$ cat config.mk
export PLATFORM = sky130hd
export DESIGN_NAME = diag_seq_top
export DESIGN_NICKNAME = d
export VERILOG_FILES = /design/src/rtl/diag_seq_pkg.sv /design/src/rtl/diag_seq_ctrl.sv /design/src/rtl/diag_seq_dp.sv /design/src/rtl/diag_seq_top.sv
export SDC_FILE = /design/constraint.sdc
export NUM_CORES = 1
export LEC_CHECK = 0
export BUFFER_PORTS_ARGS = -buffer_cell sky130_fd_sc_hd__buf_4
export CORE_MARGIN = 2
export CORE_UTILIZATION = 54
export CTS_CLUSTER_DIAMETER = 40
export DETAILED_ROUTE_END_ITERATION = 8
export HOLD_SLACK_MARGIN = 0.08
export PLACE_DENSITY = 0.75
export SLEW_MARGIN = 20
export SYNTH_ARGS = -nofsm -noshare
export SYNTH_HDL_FRONTEND = slang
export SYNTH_SLANG_ARGS = --single-unit
$ cat constraint.sdc
create_clock -name clk -period 2.22 [get_ports clk]
set_input_delay 0.444 -clock clk [delete_from_list [all_inputs] [get_ports clk]]
set_output_delay 0.444 -clock clk [all_outputs]
set_load 0.01 [all_outputs]
$ cat src/rtl/diag_seq_pkg.sv
package diag_seq_pkg;
  typedef enum logic [2:0] {
    S_IDLE, S_DECIDE, S_TEST_START, S_TEST_WAIT, S_HARD_FOUND, S_RECOVER, S_DONE
  } seqState_t;

  typedef struct packed {
    logic capture;
    logic clrIdx;
    logic incIdx;
    logic clrTimer;
    logic clrRst;
    logic latchFault;
    logic emitLog;
    logic markHard;
    logic endRecover;
  } seqStrobe_t;

  typedef struct packed {
    logic predHard;
    logic lastSlot;
    logic timerExpired;
    logic rstLast;
  } seqStatus_t;
endpackage

$ cat src/rtl/diag_seq_ctrl.sv
module diag_seq_ctrl
  import diag_seq_pkg::*;
(
  input  logic       clk,
  input  logic       rstN,
  input  logic       errValid,
  input  logic       testDone,
  input  logic       testFail,
  input  seqStatus_t stat,
  output seqStrobe_t stb,
  output logic       testStart,
  output logic       cpuStall,
  output logic       cpuReset,
  output logic       safeHold
);
  seqState_t st, nxt;

  always_ff @(posedge clk or negedge rstN) begin
    if (!rstN) st <= S_IDLE;
    else       st <= nxt;
  end

  always_comb begin
    nxt = st;
    stb = '0;
    unique case (st)
      S_IDLE: if (errValid) begin
        nxt = S_DECIDE;
        stb.capture = 1'b1;
      end
      S_DECIDE: begin
        stb.clrIdx = 1'b1;
        if (stat.predHard) nxt = S_TEST_START;
        else begin
          nxt = S_RECOVER;
          stb.clrRst = 1'b1;
          stb.emitLog = 1'b1;
        end
      end
      S_TEST_START: begin
        nxt = S_TEST_WAIT;
        stb.clrTimer = 1'b1;
      end
      S_TEST_WAIT: begin
        if (testDone) begin
          if (testFail) begin
            nxt = S_HARD_FOUND;
            stb.latchFault = 1'b1;
            stb.emitLog = 1'b1;
            stb.markHard = 1'b1;
          end else if (stat.lastSlot) begin
            nxt = S_RECOVER;
            stb.clrRst = 1'b1;
            stb.emitLog = 1'b1;
          end else begin
            nxt = S_TEST_START;
            stb.incIdx = 1'b1;
          end
        end else if (stat.timerExpired) begin
          nxt = S_HARD_FOUND;
          stb.latchFault = 1'b1;
          stb.emitLog = 1'b1;
          stb.markHard = 1'b1;
        end
      end
      S_HARD_FOUND: nxt = S_DONE;
      S_RECOVER: if (stat.rstLast) begin
        nxt = S_IDLE;
        stb.endRecover = 1'b1;
      end
      S_DONE: nxt = S_DONE;
      default: nxt = S_IDLE;
    endcase
  end

  assign testStart = (st == S_TEST_START);
  assign cpuStall  = (st != S_IDLE);
  assign cpuReset  = (st == S_RECOVER);
  assign safeHold  = (st == S_HARD_FOUND) || (st == S_DONE);

  p_start_pulse_r4: assert property (@(posedge clk) disable iff (!rstN)
    testStart |=> !testStart);
  p_halt_sticky_r5: assert property (@(posedge clk) disable iff (!rstN)
    safeHold |=> (safeHold && cpuStall && !testStart));
  p_soft_skip_r3: assert property (@(posedge clk) disable iff (!rstN)
    (st == S_DECIDE && !stat.predHard) |=> cpuReset);
  p_busy_ignores_err_r2: assert property (@(posedge clk) disable iff (!rstN)
    (st == S_TEST_WAIT && !testDone && !stat.timerExpired) |=> (st == S_TEST_WAIT));
endmodule

$ cat src/rtl/diag_seq_dp.sv
module diag_seq_dp
  import diag_seq_pkg::*;
#(
  parameter int NUM_UNITS   = 4,
  parameter int UNIT_W      = 3,
  parameter int TIMEOUT_CYC = 16,
  parameter int RESET_CYC   = 4
) (
  input  logic                        clk,
  input  logic                        rstN,
  input  logic                        predHard,
  input  logic [NUM_UNITS*UNIT_W-1:0] predOrder,
  input  seqStrobe_t                  stb,
  output seqStatus_t                  stat,
  output logic [UNIT_W-1:0]           testUnit,
  output logic                        taskRestart,
  output logic                        logValid,
  output logic                        logHard,
  output logic [UNIT_W-1:0]           logUnit,
  output logic                        logPredOk
);
  localparam int IDX_W = (NUM_UNITS > 1) ? $clog2(NUM_UNITS) : 1;
  localparam int TMR_W = $clog2(TIMEOUT_CYC + 1);
  localparam int RST_W = $clog2(RESET_CYC + 1);

  logic [UNIT_W-1:0] orderQ [NUM_UNITS];
  logic [IDX_W-1:0]  idx;
  logic [TMR_W-1:0]  timer;
  logic [RST_W-1:0]  rstCnt;
  logic              predHardQ;

  for (genvar k = 0; k < NUM_UNITS; k++) begin : g_slot
    always_ff @(posedge clk or negedge rstN) begin
      if (!rstN)            orderQ[k] <= '0;
      else if (stb.capture) orderQ[k] <= predOrder[k*UNIT_W +: UNIT_W];
    end
  end

  always_ff @(posedge clk or negedge rstN) begin
    if (!rstN) begin
      predHardQ   <= 1'b0;
      idx         <= '0;
      timer       <= '0;
      rstCnt      <= '0;
      taskRestart <= 1'b0;
      logValid    <= 1'b0;
      logHard     <= 1'b0;
      logUnit     <= '0;
      logPredOk   <= 1'b0;
    end else begin
      if (stb.capture) predHardQ <= predHard;
      if (stb.clrIdx)      idx <= '0;
      else if (stb.incIdx) idx <= idx + 1'b1;
      if (stb.clrTimer)                          timer <= '0;
      else if (timer != TMR_W'(TIMEOUT_CYC - 1)) timer <= timer + 1'b1;
      if (stb.clrRst)                          rstCnt <= '0;
      else if (rstCnt != RST_W'(RESET_CYC - 1)) rstCnt <= rstCnt + 1'b1;
      taskRestart <= stb.endRecover;
      logValid    <= stb.emitLog;
      if (stb.emitLog) begin
        logHard   <= stb.markHard;
        logUnit   <= stb.latchFault ? orderQ[idx] : '0;
        logPredOk <= (stb.markHard == predHardQ);
      end
    end
  end

  assign testUnit          = orderQ[idx];
  assign stat.predHard     = predHardQ;
  assign stat.lastSlot     = (idx == IDX_W'(NUM_UNITS - 1));
  assign stat.timerExpired = (timer == TMR_W'(TIMEOUT_CYC - 1));
  assign stat.rstLast      = (rstCnt == RST_W'(RESET_CYC - 1));

  p_log_pulse_r9: assert property (@(posedge clk) disable iff (!rstN)
    logValid |=> !logValid);
  p_restart_pulse_r8: assert property (@(posedge clk) disable iff (!rstN)
    taskRestart |=> !taskRestart);
  p_order_held_r4: assert property (@(posedge clk) disable iff (!rstN)
    (!stb.capture && !stb.incIdx && !stb.clrIdx) |=> $stable(testUnit));
endmodule

$ cat src/rtl/diag_seq_top.sv
module diag_seq_top
  import diag_seq_pkg::*;
#(
  parameter int NUM_UNITS   = 4,
  parameter int UNIT_W      = 3,
  parameter int TIMEOUT_CYC = 16,
  parameter int RESET_CYC   = 4
) (
  input  logic                        clk,
  input  logic                        rstN,
  input  logic                        errValid,
  input  logic                        predHard,
  input  logic [NUM_UNITS*UNIT_W-1:0] predOrder,
  input  logic                        testDone,
  input  logic                        testFail,
  output logic                        testStart,
  output logic [UNIT_W-1:0]           testUnit,
  output logic                        cpuStall,
  output logic                        cpuReset,
  output logic                        taskRestart,
  output logic                        safeHold,
  output logic                        logValid,
  output logic                        logHard,
  output logic [UNIT_W-1:0]           logUnit,
  output logic                        logPredOk
);
  seqStrobe_t stb;
  seqStatus_t stat;

  diag_seq_ctrl ctrl_i (
    .clk(clk), .rstN(rstN), .errValid(errValid), .testDone(testDone),
    .testFail(testFail), .stat(stat), .stb(stb), .testStart(testStart),
    .cpuStall(cpuStall), .cpuReset(cpuReset), .safeHold(safeHold)
  );

  diag_seq_dp #(
    .NUM_UNITS(NUM_UNITS), .UNIT_W(UNIT_W),
    .TIMEOUT_CYC(TIMEOUT_CYC), .RESET_CYC(RESET_CYC)
  ) dp_i (
    .clk(clk), .rstN(rstN), .predHard(predHard), .predOrder(predOrder),
    .stb(stb), .stat(stat), .testUnit(testUnit), .taskRestart(taskRestart),
    .logValid(logValid), .logHard(logHard), .logUnit(logUnit), .logPredOk(logPredOk)
  );

  p_reset_stalled_r8: assert property (@(posedge clk) disable iff (!rstN)
    cpuReset |-> cpuStall);
  p_restart_follows_reset_r8: assert property (@(posedge clk) disable iff (!rstN)
    taskRestart |-> ($past(cpuReset) && !cpuStall));
endmodule

# Word level (Yosys, flattened, before mapping)
# Index checks and enable logic that the tools add are counted.
[op_classes]
add_sub_neg = 3
multipliers = 0
n_div = 0
n_lt_le_gt_ge = 1
eq_ne = 15
shift = 0
mux = 40
bitwise = 1
reduce_logical = 8
[ops]
columns = ["cell", "count"]
rows = [
  ["$mux W3", 14],
  ["$mux W1", 18],
  ["$pmux W3 S6", 1],
  ["$mux W5", 2],
  ["$eq A3 B2 Y1 const B", 3],
  ["$eq A3 B3 Y1 const B", 3],
  ["$bmux W3 S2", 1],
  ["$ne A3 B2 Y1 const B", 2],
  ["$reduce_bool A2 Y1", 3],
  ["$add A5 B1 Y5 const B", 1],
  ["$eq A5 B4 Y1 const B", 1],
  ["$ne A5 B4 Y1 const B", 1],
  ["$mux W2", 2],
  ["$pmux W1 S2", 2],
  ["$add A3 B1 Y3 const B", 1],
  ["$eq A3 B1 Y1 const B", 1],
  ["$ge A3 B3 Y1 const B", 1],
  ["$logic_not A3 Y1", 1],
  ["$not A2 Y3", 1],
  ["$reduce_and A3 Y1", 1],
  ["$reduce_bool A3 Y1", 1],
  ["$add A2 B1 Y2 const B", 1],
  ["$eq A2 B2 Y1 const B", 1],
  ["$ne A2 B1 Y1 const B", 1],
  ["4 further kinds", 4],
]
[totals]
regBits = 33
latchBits = 0
mem_bits_rw = 0
rom_bits = 0
in_bits = 18
out_inout_bits = 14
memories = 0

# Logic depth before layout (Yosys ltp)
# Gate-level depths: netlist (run 1).
[depth]
word_depth = 7
ltp_mapped = 8
mapped_depth_nobuf = 7

# By module
# Synthesis (run 1) repeated with hierarchy kept, for this count alone.
[hier_totals]
hier_cells = 136
area_unflattened_um2 = 1587.8
[modules_own_cells]
columns = ["mod", "instances", "cells_per_inst", "area_per_inst_um2"]
rows = [
  ["diag_seq_dp", 1, 93, 1286.2],
  ["diag_seq_ctrl", 1, 43, 301.5],
]

# Worst setup path before layout (run 1)
# Ideal clock, no wire load.
[synth_timing]
kind = "register to register"
start = "reg dp_i.timer[0]"
end = "reg ctrl_i.st[2]"
setup_time_ns = 0.128
arrival_ns = 1.670
t_required_ns = 2.092
slack_ns = 0.422
path_stages_with_launch = 9
path_buffers = 1
cell_sequence = "dfrtp_1 ha_1 and3_1 ha_1 clkbuf_1 nor4b_1 o21ai_0 a22oi_1 a31oi_1"
[synth_between]
elab_chain_len = 3
[synth_lines]
columns = ["item", "line", "text"]
rows = [
  ["from (decl)", "diag_seq_dp.sv:28", "logic [TMR_W-1:0] timer;"],
  ["from (signal assigned)", "diag_seq_dp.sv:55", "else if (timer != TMR_W'(TIMEOUT_CYC - 1)) timer <= timer + 1'b1;"],
  ["$eq A5 B4 Y1", "diag_seq_dp.sv:71", "assign stat.timerExpired = (timer == TMR_W'(TIMEOUT_CYC - 1));"],
  ["$ne A3 B2 Y1 (no source line)", "--", ""],
  ["$reduce_and A3 Y1 (no source line)", "--", ""],
  ["to (signal assigned)", "diag_seq_ctrl.sv:20", "else st <= nxt;"],
  ["to (decl)", "diag_seq_ctrl.sv:16", "seqState_t st, nxt;"],
]
# Every way passes these cells.
# A chain may end at the register's enable or synchronous reset.

# Worst setup path in the final report (run 1)
[layout_timing]
start = "reg dp_i.idx[0]"
end = "out testUnit[2]"
[layout_between]
elab_chain_len = 4
[layout_lines]
columns = ["item", "line", "text"]
rows = [
  ["from (decl)", "diag_seq_dp.sv:27", "logic [IDX_W-1:0] idx;"],
  ["from (signal assigned)", "diag_seq_dp.sv:53", "else if (stb.incIdx) idx <= idx + 1'b1;"],
  ["$not A2 Y3 (not written as such)", "diag_seq_dp.sv:68", "assign testUnit = orderQ[idx];"],
  ["$bmux W3 S2", "diag_seq_dp.sv:68", ""],
  ["$mux W3 (not written as such) (2 in a row)", "diag_seq_dp.sv:68", ""],
  ["to (decl)", "diag_seq_top.sv:17", "output logic [UNIT_W-1:0] testUnit,"],
]
# Every way passes these cells. The select of a mux whose other input is x is not followed.

==> results.md, run 1 <==
- Result of the run: finished with violations
- Violations in the final reports: DRC
- Detailed placement HPWL: 2130 µm
- Wire length per cell after detailed routing: 14.1 µm
- Mapped Nets: 160
- Area of the die: 3460 µm²
- Number of design-rule violations left by the first detailed-router iteration: 34
- P per Cell Area: 1360 nW/µm²
- CTS tree: built
- Post-synth top area share: 0.509
- Vias: 1129
- Per-cell via count in the routed design: 5.56
- Worst path cell trace: mux4_2 -> buf_4
- Portion of the clock cycle consumed by the worst path in the final layout: 0.907
- Net count of the finished layout: 195
- Leading area contributor after synthesis: sky130_fd_sc_hd__dfrtp_1
- Met2 Wirelength: 1390 µm
- Sequential element share of the synthesized area: 0.509
- Data required time at the worst endpoint: 1.78 ns
- Amount of wire on met3 after detailed routing: 177 µm
- Starting utilization of the core area: 0.578
- YS warnings: 0
- Final count of pins violating max slew: 0
- Synth Instances: 136
- Endpoints failing hold: 0
- Area after detailed placement: 1880 µm²
- Tightest Pin Transition: 0.485 ns
- Share of post-route cells with drive strength above 1: 0.378
- Sink Count: 33
- Final estimated routing congestion in global placement: 0.866
- Pin count of the biggest net entering global routing: 34
- Antenna violations before repair: 0
- Library cell used as clock root buffer: sky130_fd_sc_hd__clkbuf_4
- Antenna fix cells: 0
- Pre-Repair DR Iteration Count: 6
- Final WL: 2860 µm
- Final antenna-violating net count: 0
- Clock edge transition at the registers on the reported setup and hold paths: 0.10 ns
- Max-Slew Margin vs Limit: 0.674
- Count of final setup violators: 0
- Category of the worst setup path capture point: primary output
- Die X: 58.8 µm
- Reported max-cap violation count: 0
- Achievable frequency: 0.496 GHz
- Metal-1 WL: 1250 µm
- RSZ-0062 raised after global routing: false
- Count of state elements after synthesis: 33
- Largest fanout on the critical path: 5
- Final Instance Area: 1970 µm²
- Area growth from synthesis to layout: 21.5%
- Count of standard-cell rows: 19
- Number of unique standard cell types used by synthesis: 38
- Setup skew after layout: 0.0128 ns
- Post-synthesis area per instance: 11.9 µm²
- Ports placed on the boundary: 32
- Area of the mapped netlist: 1620 µm²
- Vertical die dimension: 58.8 µm
- Number of I/O port buffers: 31
- Worst hold path class: in -> reg
- VDD IR-drop max: 766 µV
- Setup crit start kind: register
- Critical path class: reg -> out
- Largest incremental delay on the critical path: 0.58 ns
- Number of levels in the clock H-tree: 2
- Critical path data arrival time: 1.57 ns
- TritonCTS buffer count: 5
- Slowest cell on crit path: sky130_fd_sc_hd__mux4_2
- Number of buffers inserted by post-CTS setup repair: 0
- Global-route wire length before repair: 4690 µm
- Number of global-route vias before repair: 1100
- Leading post-synthesis cells by cell area: sky130_fd_sc_hd__dfrtp_1, sky130_fd_sc_hd__mux2_2, sky130_fd_sc_hd__ha_1
- DRC errors left: 1
- Uppermost layer routed: met4
- Core footprint: 2810 µm²
- Final critical-path required period: 2.01 ns
- Buffer levels on the longest clock path: 2
- Clock latency reported for the late side of the worst-skew pair: 0.33 ns
- Setup TNS Final: 0 ns
- Static leakage power: 0.000936 µW
- Global routing usage summed across all routing layers: 0.184
- Global route overflow: 0
cell type report:
class | count | area [µm²]
fill | 229 | 835
sequential | 33 | 826
multi-input combinational | 89 | 733
timing repair buffer | 34 | 258
clock buffer | 7 | 55.1
tap | 31 | 38.8
clock inverter | 1 | 30.0
inverter | 8 | 30.0
worst paths after layout:
kind                            startpoint               to  slack [ns]  cells after the start
hold reg to reg            dp_i.orderQ[11]  dp_i.orderQ[11]        0.51                      1
setup reg to reg             dp_i.timer[0]     ctrl_i.st[2]        0.26                      7
setup / recovery               dp_i.idx[0]      testUnit[2]        0.21                      2
min in group asynchronous             rstN     dp_i.logHard        0.58                      2
max in group asynchronous             rstN    dp_i.timer[1]        1.34                      2
hold / removal                predOrder[9]   dp_i.orderQ[0]        0.33                      2
cell usage in the layout, fill, tap and decap left out, drive strengths merged:
master / instances
a21oi: 3
a22o: 1
a22oi: 1
a2bb2oi: 1
a31oi: 2
and2: 1
and3: 3
buf: 33
bufinv: 1
clkbuf: 7
dfrtp: 33
dlygate4sd3: 1
ha: 6
inv: 8
mux2: 15
mux2i: 3
mux4: 3
nand2: 3
nand3: 3
nand3b: 1
nand4b: 1
nor2: 18
nor2b: 2
nor3: 1
nor3b: 2
nor4b: 2
o211ai: 1
o21a: 1
o21ai: 6
o31ai: 2
or3: 1
or4b: 1
xnor2: 1
xor2: 4
registers in the layout, indices dropped and copies added, names as in the netlist:
register / cells
dp_i.rstCnt: 3
dp_i.timer: 5
dp_i.logValid: 1
dp_i.predHardQ: 1
dp_i.orderQ: 12
dp_i.logHard: 1
dp_i.logUnit: 3
dp_i.idx: 2
dp_i.taskRestart: 1
dp_i.logPredOk: 1
ctrl_i.st: 3
Yosys cell counts:
master,count
sky130_fd_sc_hd__and3_2,1
sky130_fd_sc_hd__and3_1,2
sky130_fd_sc_hd__nor2_1,18
sky130_fd_sc_hd__and2_2,1
sky130_fd_sc_hd__nor4b_1,2
sky130_fd_sc_hd__o21ai_1,4
sky130_fd_sc_hd__clkbuf_1,3
sky130_fd_sc_hd__mux4_2,3
sky130_fd_sc_hd__o211ai_1,1
sky130_fd_sc_hd__nand3b_2,1
sky130_fd_sc_hd__a2bb2oi_1,1
sky130_fd_sc_hd__xor2_1,4
sky130_fd_sc_hd__nand3_1,3
sky130_fd_sc_hd__or3_2,1
sky130_fd_sc_hd__a31oi_1,2
sky130_fd_sc_hd__o21ai_0,2
sky130_fd_sc_hd__a21oi_1,3
sky130_fd_sc_hd__a22oi_1,1
sky130_fd_sc_hd__nor3b_1,1
sky130_fd_sc_hd__mux2i_1,3
sky130_fd_sc_hd__xnor2_1,1
sky130_fd_sc_hd__a22o_1,1
sky130_fd_sc_hd__or4b_4,1
sky130_fd_sc_hd__o21a_1,1
sky130_fd_sc_hd__mux2_4,1
sky130_fd_sc_hd__nand2_1,3
sky130_fd_sc_hd__ha_1,6
sky130_fd_sc_hd__nor3_1,1
sky130_fd_sc_hd__nor3b_2,1
sky130_fd_sc_hd__inv_1,8
sky130_fd_sc_hd__buf_6,1
sky130_fd_sc_hd__nand4b_1,1
sky130_fd_sc_hd__buf_2,2
sky130_fd_sc_hd__o31ai_1,1
sky130_fd_sc_hd__o31ai_4,1
sky130_fd_sc_hd__dfrtp_1,33
sky130_fd_sc_hd__nor2b_1,2
sky130_fd_sc_hd__mux2_2,14
report_power, final:
| group | internal, µW | switching, µW | leakage [µW] | total (µW) |
|---|---|---|---|---|
| Clock | 269 | 190 | 0.0000455 | 459 |
| Sequential | 870 | 231 | 0.000412 | 1100 |
| Combinational | 620 | 495 | 0.000479 | 1120 |
cells by family (layout without fill, tap and decap cells):
logic type      after synthesis  count (layout)  share of synthesized area
compound gates               18              18                     0.0779
xor+xnor                      5               5                     0.0270
fa+ha+maj                     6               6                     0.0463
simple gates                 39              39                      0.134
mux                          21              21                      0.167
flops                        33              33                      0.509
buf+inv                      14              50                     0.0386
worst max-delay path, delay by kind of cell, from the launching register on:
family	cells	cell delay, ns
muxes	1	0.58
DFF	1	0.50
buffers and inverters	1	0.17
through the flow:
stage | setup slack (ns) | util | total power [µW] | std cells | hold WS, ns
after floorplan | 0.422 | - | 1860 | 136 | 0.148
after global placement | 0.407 | 0.669 | 2180 | 194 | 0.405
after detailed placement | 0.350 | 0.669 | 2240 | 194 | 0.408
after CTS | 0.184 | 0.702 | 2710 | 203 | 0.323
after global routing | 0.120 | 0.702 | 2890 | 203 | 0.305
final | 0.206 | 0.702 | 2680 | 203 | 0.333
repair_timing:
item,4_1_cts,5_1_grt
hold endpoints to repair,33,0
setup endpoints to repair,0,0
hold buffers,1,0
gates resized for setup,0,0
routing by layer:
layer / up-vias / global-route usage
met5: - / 0
met4: 0 / 0.0682
met3: 5 / 0.0681
met2: 32 / 0.295
met1: 543 / 0.226
li1: 549 / -
Power figures use the tool's default switching activity.
==> run 2, diff against run 1 <==
Settings changed: REMOVE_ABC_BUFFERS set to 1.
==> results.md, run 2 (synthesis results as in run 1) <==
- Result of the run: finished with violations
- Violations in the final reports: DRC
- TritonCTS buffer count: 5 (unchanged)
- Met1 layer usage reported by global route: 0.255 (+0.0297)
- Global route overflow: 0 (unchanged)
- Number of levels in the clock H-tree: 2 (unchanged)
- Largest fanout on the critical path: 5 (unchanged)
- Sink Count: 33 (unchanged)
- Achievable frequency: 0.495 GHz (-0.22%)
- Setup TNS Final: 0 ns (unchanged)
- RSZ-0062 raised after global routing: false
- Final WL: 2930 µm (+2.7%)
- Worst path buffer plus inverter count: 1 (unchanged)
- R2R depth: 7 (unchanged)
- Number of gates given a new drive strength after cts: 0 (unchanged)
- Gate family responsible for the most delay along the worst path: multiplexers
- Library cell used as clock root buffer: sky130_fd_sc_hd__clkbuf_4
- Number of stages on the worst setup path: 2 (unchanged)
- Final estimated routing congestion in global placement: 0.884 (+2.2%)
- Worst path cell trace: mux4_2 -> buf_4
- DRC errors left: 1 (unchanged)
- Critical path class: reg -> out
- Detailed placement HPWL: 2190 µm (+2.6%)
- CTS tree: built
- Per-cell via count in the routed design: 5.57 (+0.18%)
- Number of design-rule violations left by the first detailed-router iteration: 45 (+32%)
- Count of standard-cell rows: 19 (unchanged)
- Data required time at the worst endpoint: 1.78 ns (about the same)
- P per Cell Area: 1360 nW/µm² (+0.46%)
- Net count of the finished layout: 195 (unchanged)
- Endpoints failing hold: 0 (unchanged)
- Max-Slew Margin vs Limit: 0.596 (-0.0777)
- Largest incremental delay on the critical path: 0.57 ns (about the same)
- Clock edge transition at the registers on the reported setup and hold paths: 0.10 ns (about the same)
- Portion of the clock cycle consumed by the worst path in the final layout: 0.909 (+0.00204)
- Worst hold path class: in -> reg
- Layout Cells excl Fill: 203 (unchanged)
- Met2 Usage GRT: 0.298 (+0.00317)
- Reg with most FFs: dp_i.orderQ
- Static leakage power: 0.000936 µW (unchanged)
- Area growth from synthesis to layout: 21.5% (unchanged)
- Hold Path Stages: 2 (unchanged)
- Die X: 58.8 µm (unchanged)
- Clock latency reported for the late side of the worst-skew pair: 0.32 ns (about the same)
- Total Power: 2690 µW (+0.46%)
- Slowest cell on crit path: sky130_fd_sc_hd__mux4_2
- VDD IR-drop max: 838 µV (+9.4%)
- Antenna violations before repair: 0 (unchanged)
- Critical path data arrival time: 1.57 ns (about the same)
- Count of filler cells inserted in the layout: 226 (-1.3%)
- Setup skew after layout: 0.00586 ns (-0.00697 ns)
- Reported max-cap violation count: 0 (unchanged)
- Wire length per cell after detailed routing: 14.4 µm (+2.7%)
- Share of post-route cells with drive strength above 1: 0.378 (unchanged)
- Buffer levels on the longest clock path: 2 (unchanged)
- Busiest grt layer: met2
- Setup crit start kind: register
- Count of final setup violators: 0 (unchanged)
- Tightest Pin Transition: 0.601 ns (+0.116 ns)
- Final critical-path required period: 2.02 ns (+0.00452 ns)
- Number of placed instances, taps included: 194 (unchanged)
- Pin count of the biggest net entering global routing: 34 (unchanged)
- Starting utilization of the core area: 0.578 (unchanged)
- Pre-Repair DR Iteration Count: 6 (unchanged)
- Global-route wire length before repair: 5000 µm (+6.6%)
- Regs by FF count: dp_i.orderQ: 12 flops, dp_i.timer: 5 flops
- GR Util met3: 0.0681 (unchanged)
- Number of global-route vias before repair: 1120 (+1.8%)
- Ports placed on the boundary: 32 (unchanged)
- Area of the die: 3460 µm² (unchanged)
- Final count of pins violating max slew: 0 (unchanged)
- Vias: 1131 (+0.18%)
- Core footprint: 2810 µm² (unchanged)
- Most frequent cells in the layout: sky130_fd_sc_hd__dfrtp_1, sky130_fd_sc_hd__buf_4, sky130_fd_sc_hd__nor2_1
- Global routing usage summed across all routing layers: 0.196 (+0.0124)
- Number of I/O port buffers: 31 (unchanged)
- Final antenna-violating net count: 0 (unchanged)
- Category of the worst setup path capture point: primary output
- Max reg flops: 12 (unchanged)
- Vertical die dimension: 58.8 µm (unchanged)
- Antenna fix cells: 0 (unchanged)
[run 2: cell counts in the layout (fill, tap and decap cells not counted)]
Identical to the previous run, type by type.
[run 2: final timing paths]
| check | startpoint | endpoint | slack [ns] |
|---|---|---|---|
| max | dp_i.idx[0] | testUnit[0] | 0.20 |
| min | predOrder[10] | dp_i.orderQ[1] | 0.34 |
| max reg2reg | dp_i.timer[0] | ctrl_i.st[2] | 0.26 |
| min reg2reg | dp_i.orderQ[9] | dp_i.orderQ[9] | 0.51 |
| max in group asynchronous | rstN | dp_i.timer[1] | 1.34 |
| min in group asynchronous | rstN | dp_i.taskRestart | 0.59 |
[run 2: metal layers]
layer / vias up / wire (µm)
met5: - / 0
met4: 0 / 33
met3: 6 / 132
met2: 28 / 1500
met1: 550 / 1270
li1: 547 / -
[run 2: cell type report]
type                       instances  area (µm²)  area share
tap                               31        38.8      0.0197
multi-input combinational         89         733       0.372
clock buffer                       7        55.1      0.0279
clock inverter                     1        30.0      0.0152
timing repair buffer              34         258       0.131
inverter                           8        30.0      0.0152
sequential                        33         826       0.419
[run 2: worst register-to-register path, stage by stage (launching register included)]
cell	delay, ns
sky130_fd_sc_hd__dfrtp_1	0.42
sky130_fd_sc_hd__ha_1	0.23
sky130_fd_sc_hd__and3_1	0.17
sky130_fd_sc_hd__ha_1	0.31
sky130_fd_sc_hd__nor4b_1	0.33
sky130_fd_sc_hd__o21ai_0	0.15
sky130_fd_sc_hd__a22oi_1	0.18
sky130_fd_sc_hd__a31oi_1	0.06
[run 2: through the flow]
step	setup WS (ns)	area, µm²	hold WS [ns]	util
floorplan	0.488	1590	0.148	-
global placement	0.409	1880	0.401	0.669
detailed placement	0.298	1880	0.403	0.669
CTS	0.161	1970	0.324	0.702
global route	0.0785	1970	0.312	0.702
finish	0.201	1970	0.343	0.702
[run 2: power breakdown]
part	internal [µW]	switching, µW
combinational	621	501
clock	269	192
sequential	870	235
total	1760	928
[run 2: what timing repair did]
action | in CTS | in global routing
buffers inserted | 0 | 0
endpoints found under the hold margin | 33 | 0
hold buffers | 1 | 0
==> run 3, diff against run 2 <==
Settings changed: BUFFER_PORTS_ARGS -buffer_cell sky130_fd_sc_hd__buf_4 to unset, CAP_MARGIN set to 20, CORE_UTILIZATION 54 to 55, DONT_BUFFER_PORTS set to 1, PLACE_DENSITY 0.75 to 0.67.
==> results.md, run 3 (synthesis results as in run 1) <==
- Number of buffers inserted by post-CTS setup repair: 0 (unchanged)
- Clock latency reported for the late side of the worst-skew pair: 0.33 ns (about the same)
- Number of levels in the clock H-tree: 2 (unchanged)
- Largest incremental delay on the critical path: 0.40 ns (-0.17 ns)
- Setup TNS Final: 0 ns (unchanged)
- Sink Count: 33 (unchanged)
- Vias: 994 (-12%)
- Critical path class: reg -> reg
- Critical path endpoint: dp_i.logPredOk
- Worst path buffer plus inverter count: 0 (-1)
- Layout Cells excl Fill: 172 (-15%)
- TritonCTS buffer count: 5 (unchanged)
- Static leakage power: 0.000773 µW (-17%)
- DRC errors left: 0 (-1)
- Count of standard-cell rows: 19 (unchanged)
- Global routing usage summed across all routing layers: 0.189 (-0.00658)
- Wire length per cell after detailed routing: 15.9 µm (+10%)
- Origin of the critical flop-to-flop path: dp_i.timer[0]
- Final Instance Area: 1720 µm² (-13%)
- Pre-Repair DR Iteration Count: 5 (-1)
- Most common cell after layout, fill and taps aside: sky130_fd_sc_hd__dfrtp_1
- Reg with most FFs: dp_i.orderQ
- Busiest grt layer: met2
- Slowest cell on crit path: sky130_fd_sc_hd__dfrtp_1
- Result of the run: finished, final reports clean
- Achievable frequency: 0.518 GHz (+4.6%)
- Worst hold path class: in -> reg
- Library cell used as clock root buffer: sky130_fd_sc_hd__clkbuf_4
- Final estimated routing congestion in global placement: 0.832 (-5.9%)
- RSZ-0062 raised after global routing: false
- Global-route wire length before repair: 4660 µm (-6.8%)
- Regs by FF count: dp_i.orderQ: 12 flops, dp_i.timer: 5 flops
- Count of final setup violators: 0 (unchanged)
- Met2 Usage GRT: 0.294 (-0.00467)
- Vertical die dimension: 58.3 µm (-0.85%)
- P per Cell Area: 1370 nW/µm² (+0.20%)
- Worst path cell trace: ha_1 -> and3_1 -> ha_1 -> mux2i_1 -> nor2_1 -> xor2_1 -> a21oi_1
- R2R Path End: dp_i.logPredOk
- Most frequent cells in the layout: sky130_fd_sc_hd__dfrtp_1, sky130_fd_sc_hd__nor2_1, sky130_fd_sc_hd__mux2_2
- Net count of the finished layout: 164 (-16%)
- Endpoints failing hold: 0 (unchanged)
- Internal reg-to-reg setup slack: 0.29 ns (+0.03 ns)
- Final count of pins violating max slew: 0 (unchanged)
- Total Power: 2350 µW (-13%)
- Number of global-route vias before repair: 1049 (-6.3%)
- CTS tree: built
- Global route overflow: 0 (unchanged)
- Setup skew after layout: 0.00796 ns (+0.00210 ns)
- Largest fanout on the critical path: 9 (+4)
- Category of the worst setup path capture point: register
- Number of placed instances, taps included: 162 (-16%)
- Core footprint: 2780 µm² (-0.85%)
- Buffer levels on the longest clock path: 2 (unchanged)
- Reported max-cap violation count: 0 (unchanged)
- Max reg flops: 12 (unchanged)
- Critical hold path startpoint: predOrder[6]
- Share of post-route cells with drive strength above 1: 0.241 (-0.137)
- Gate family responsible for the most delay along the worst path: adder cells
- Per-cell via count in the routed design: 5.78 (+3.7%)
- Post-Route Hold Slack: 0.251 ns (-0.0918 ns)
- Area after detailed placement: 1640 µm² (-13%)
- Data required time at the worst endpoint: 2.42 ns (+0.64 ns)
- Number of stages on the worst setup path: 7 (+5)
- Antenna fix cells: 0 (unchanged)
- Die X: 58.3 µm (-0.85%)
- Ports placed on the boundary: 32 (unchanged)
- Setup crit start kind: register
- Final WL: 2730 µm (-6.8%)
- VDD IR-drop max: 957 µV (+14%)
- Antenna violations before repair: 0 (unchanged)
- Pin count of the biggest net entering global routing: 34 (unchanged)
- Clock edge transition at the registers on the reported setup and hold paths: 0.10 ns (about the same)
- GR Util met3: 0.0659 (-0.00220)
- Max-Slew Margin vs Limit: 0.594 (-0.00251)
- Area of the die: 3400 µm² (-1.7%)
- Number of I/O port buffers: 0 (-100%)
- Met1 layer usage reported by global route: 0.225 (-0.0306)
- Detailed placement HPWL: 2000 µm (-8.6%)
- Critical path data arrival time: 2.13 ns (+0.56 ns)
- Most used cell along the critical path: sky130_fd_sc_hd__ha_1
- Tightest Pin Transition: 0.610 ns (+0.00890 ns)
- Area growth from synthesis to layout: 5.86%
- Final critical-path required period: 1.93 ns (-0.0891 ns)
- Portion of the clock cycle consumed by the worst path in the final layout: 0.869 (-0.0401)
- R2R depth: 7 (unchanged)
- Starting utilization of the core area: 0.583 (+0.00494)
- Final antenna-violating net count: 0 (unchanged)
- Number of design-rule violations left by the first detailed-router iteration: 31 (-31%)
- Beginning of the critical path: dp_i.timer[0]
[run 3: layer usage]
layer | vias to the layer above | routed length, µm
li1 | 486 | -
met1 | 472 | 1170
met2 | 29 | 1340
met3 | 7 | 173
met4 | 0 | 53
met5 | - | 0
[run 3: cell type report]
type	count	area [µm²]
fillers	231	1060
flip-flops and latches	33	826
inverters	8	30.0
clock inverters	2	10.0
multi-input cells	89	733
repair buffers	3	37.5
well taps	31	38.8
clock buffers	6	41.3
[run 3: how the worst min path moves through the flow]
stage,endpoint,slack [ns],cells after the start
after global placement,dp_i.taskRestart,0.15,0
final,dp_i.orderQ[3],0.25,1
after floorplan,ctrl_i.st[0],0.15,0
after global routing,dp_i.predHardQ,0.22,1
after CTS,dp_i.orderQ[7],0.23,1
after detailed placement,dp_i.taskRestart,0.15,0
[run 3: per-stage QoR]
| stage | util | worst slack, ns |
|---|---|---|
| 6_report | 0.617 | 0.290 |
| 5_1_grt | 0.617 | 0.0676 |
| 4_1_cts | 0.617 | 0.274 |
| 3_5_place_dp | 0.588 | 0.314 |
| 3_3_place_gp | 0.588 | 0.422 |
| 2_1_floorplan | - | 0.488 |
[run 3: where the power goes]
| group | switching (µW) | leakage [µW] | internal, µW |
|---|---|---|---|
| Sequential | 247 | 0.000412 | 870 |
| Clock | 197 | 0.0000320 | 120 |
| Combinational | 445 | 0.000330 | 467 |
| Total | 889 | 0.000773 | 1460 |
[run 3: timing repair]
action                    CTS  global route
hold endpoints to repair   33             0
gates resized for setup     0             0
hold buffers                2             0
[run 3: worst register-to-register path, cell delays in order, from the launching register on]
cell and delay, ns:
sky130_fd_sc_hd__dfrtp_1 0.40, sky130_fd_sc_hd__ha_1 0.18, sky130_fd_sc_hd__and3_1 0.17, sky130_fd_sc_hd__ha_1 0.35, sky130_fd_sc_hd__mux2i_1 0.13, sky130_fd_sc_hd__nor2_1 0.31, sky130_fd_sc_hd__xor2_1 0.18, sky130_fd_sc_hd__a21oi_1 0.08
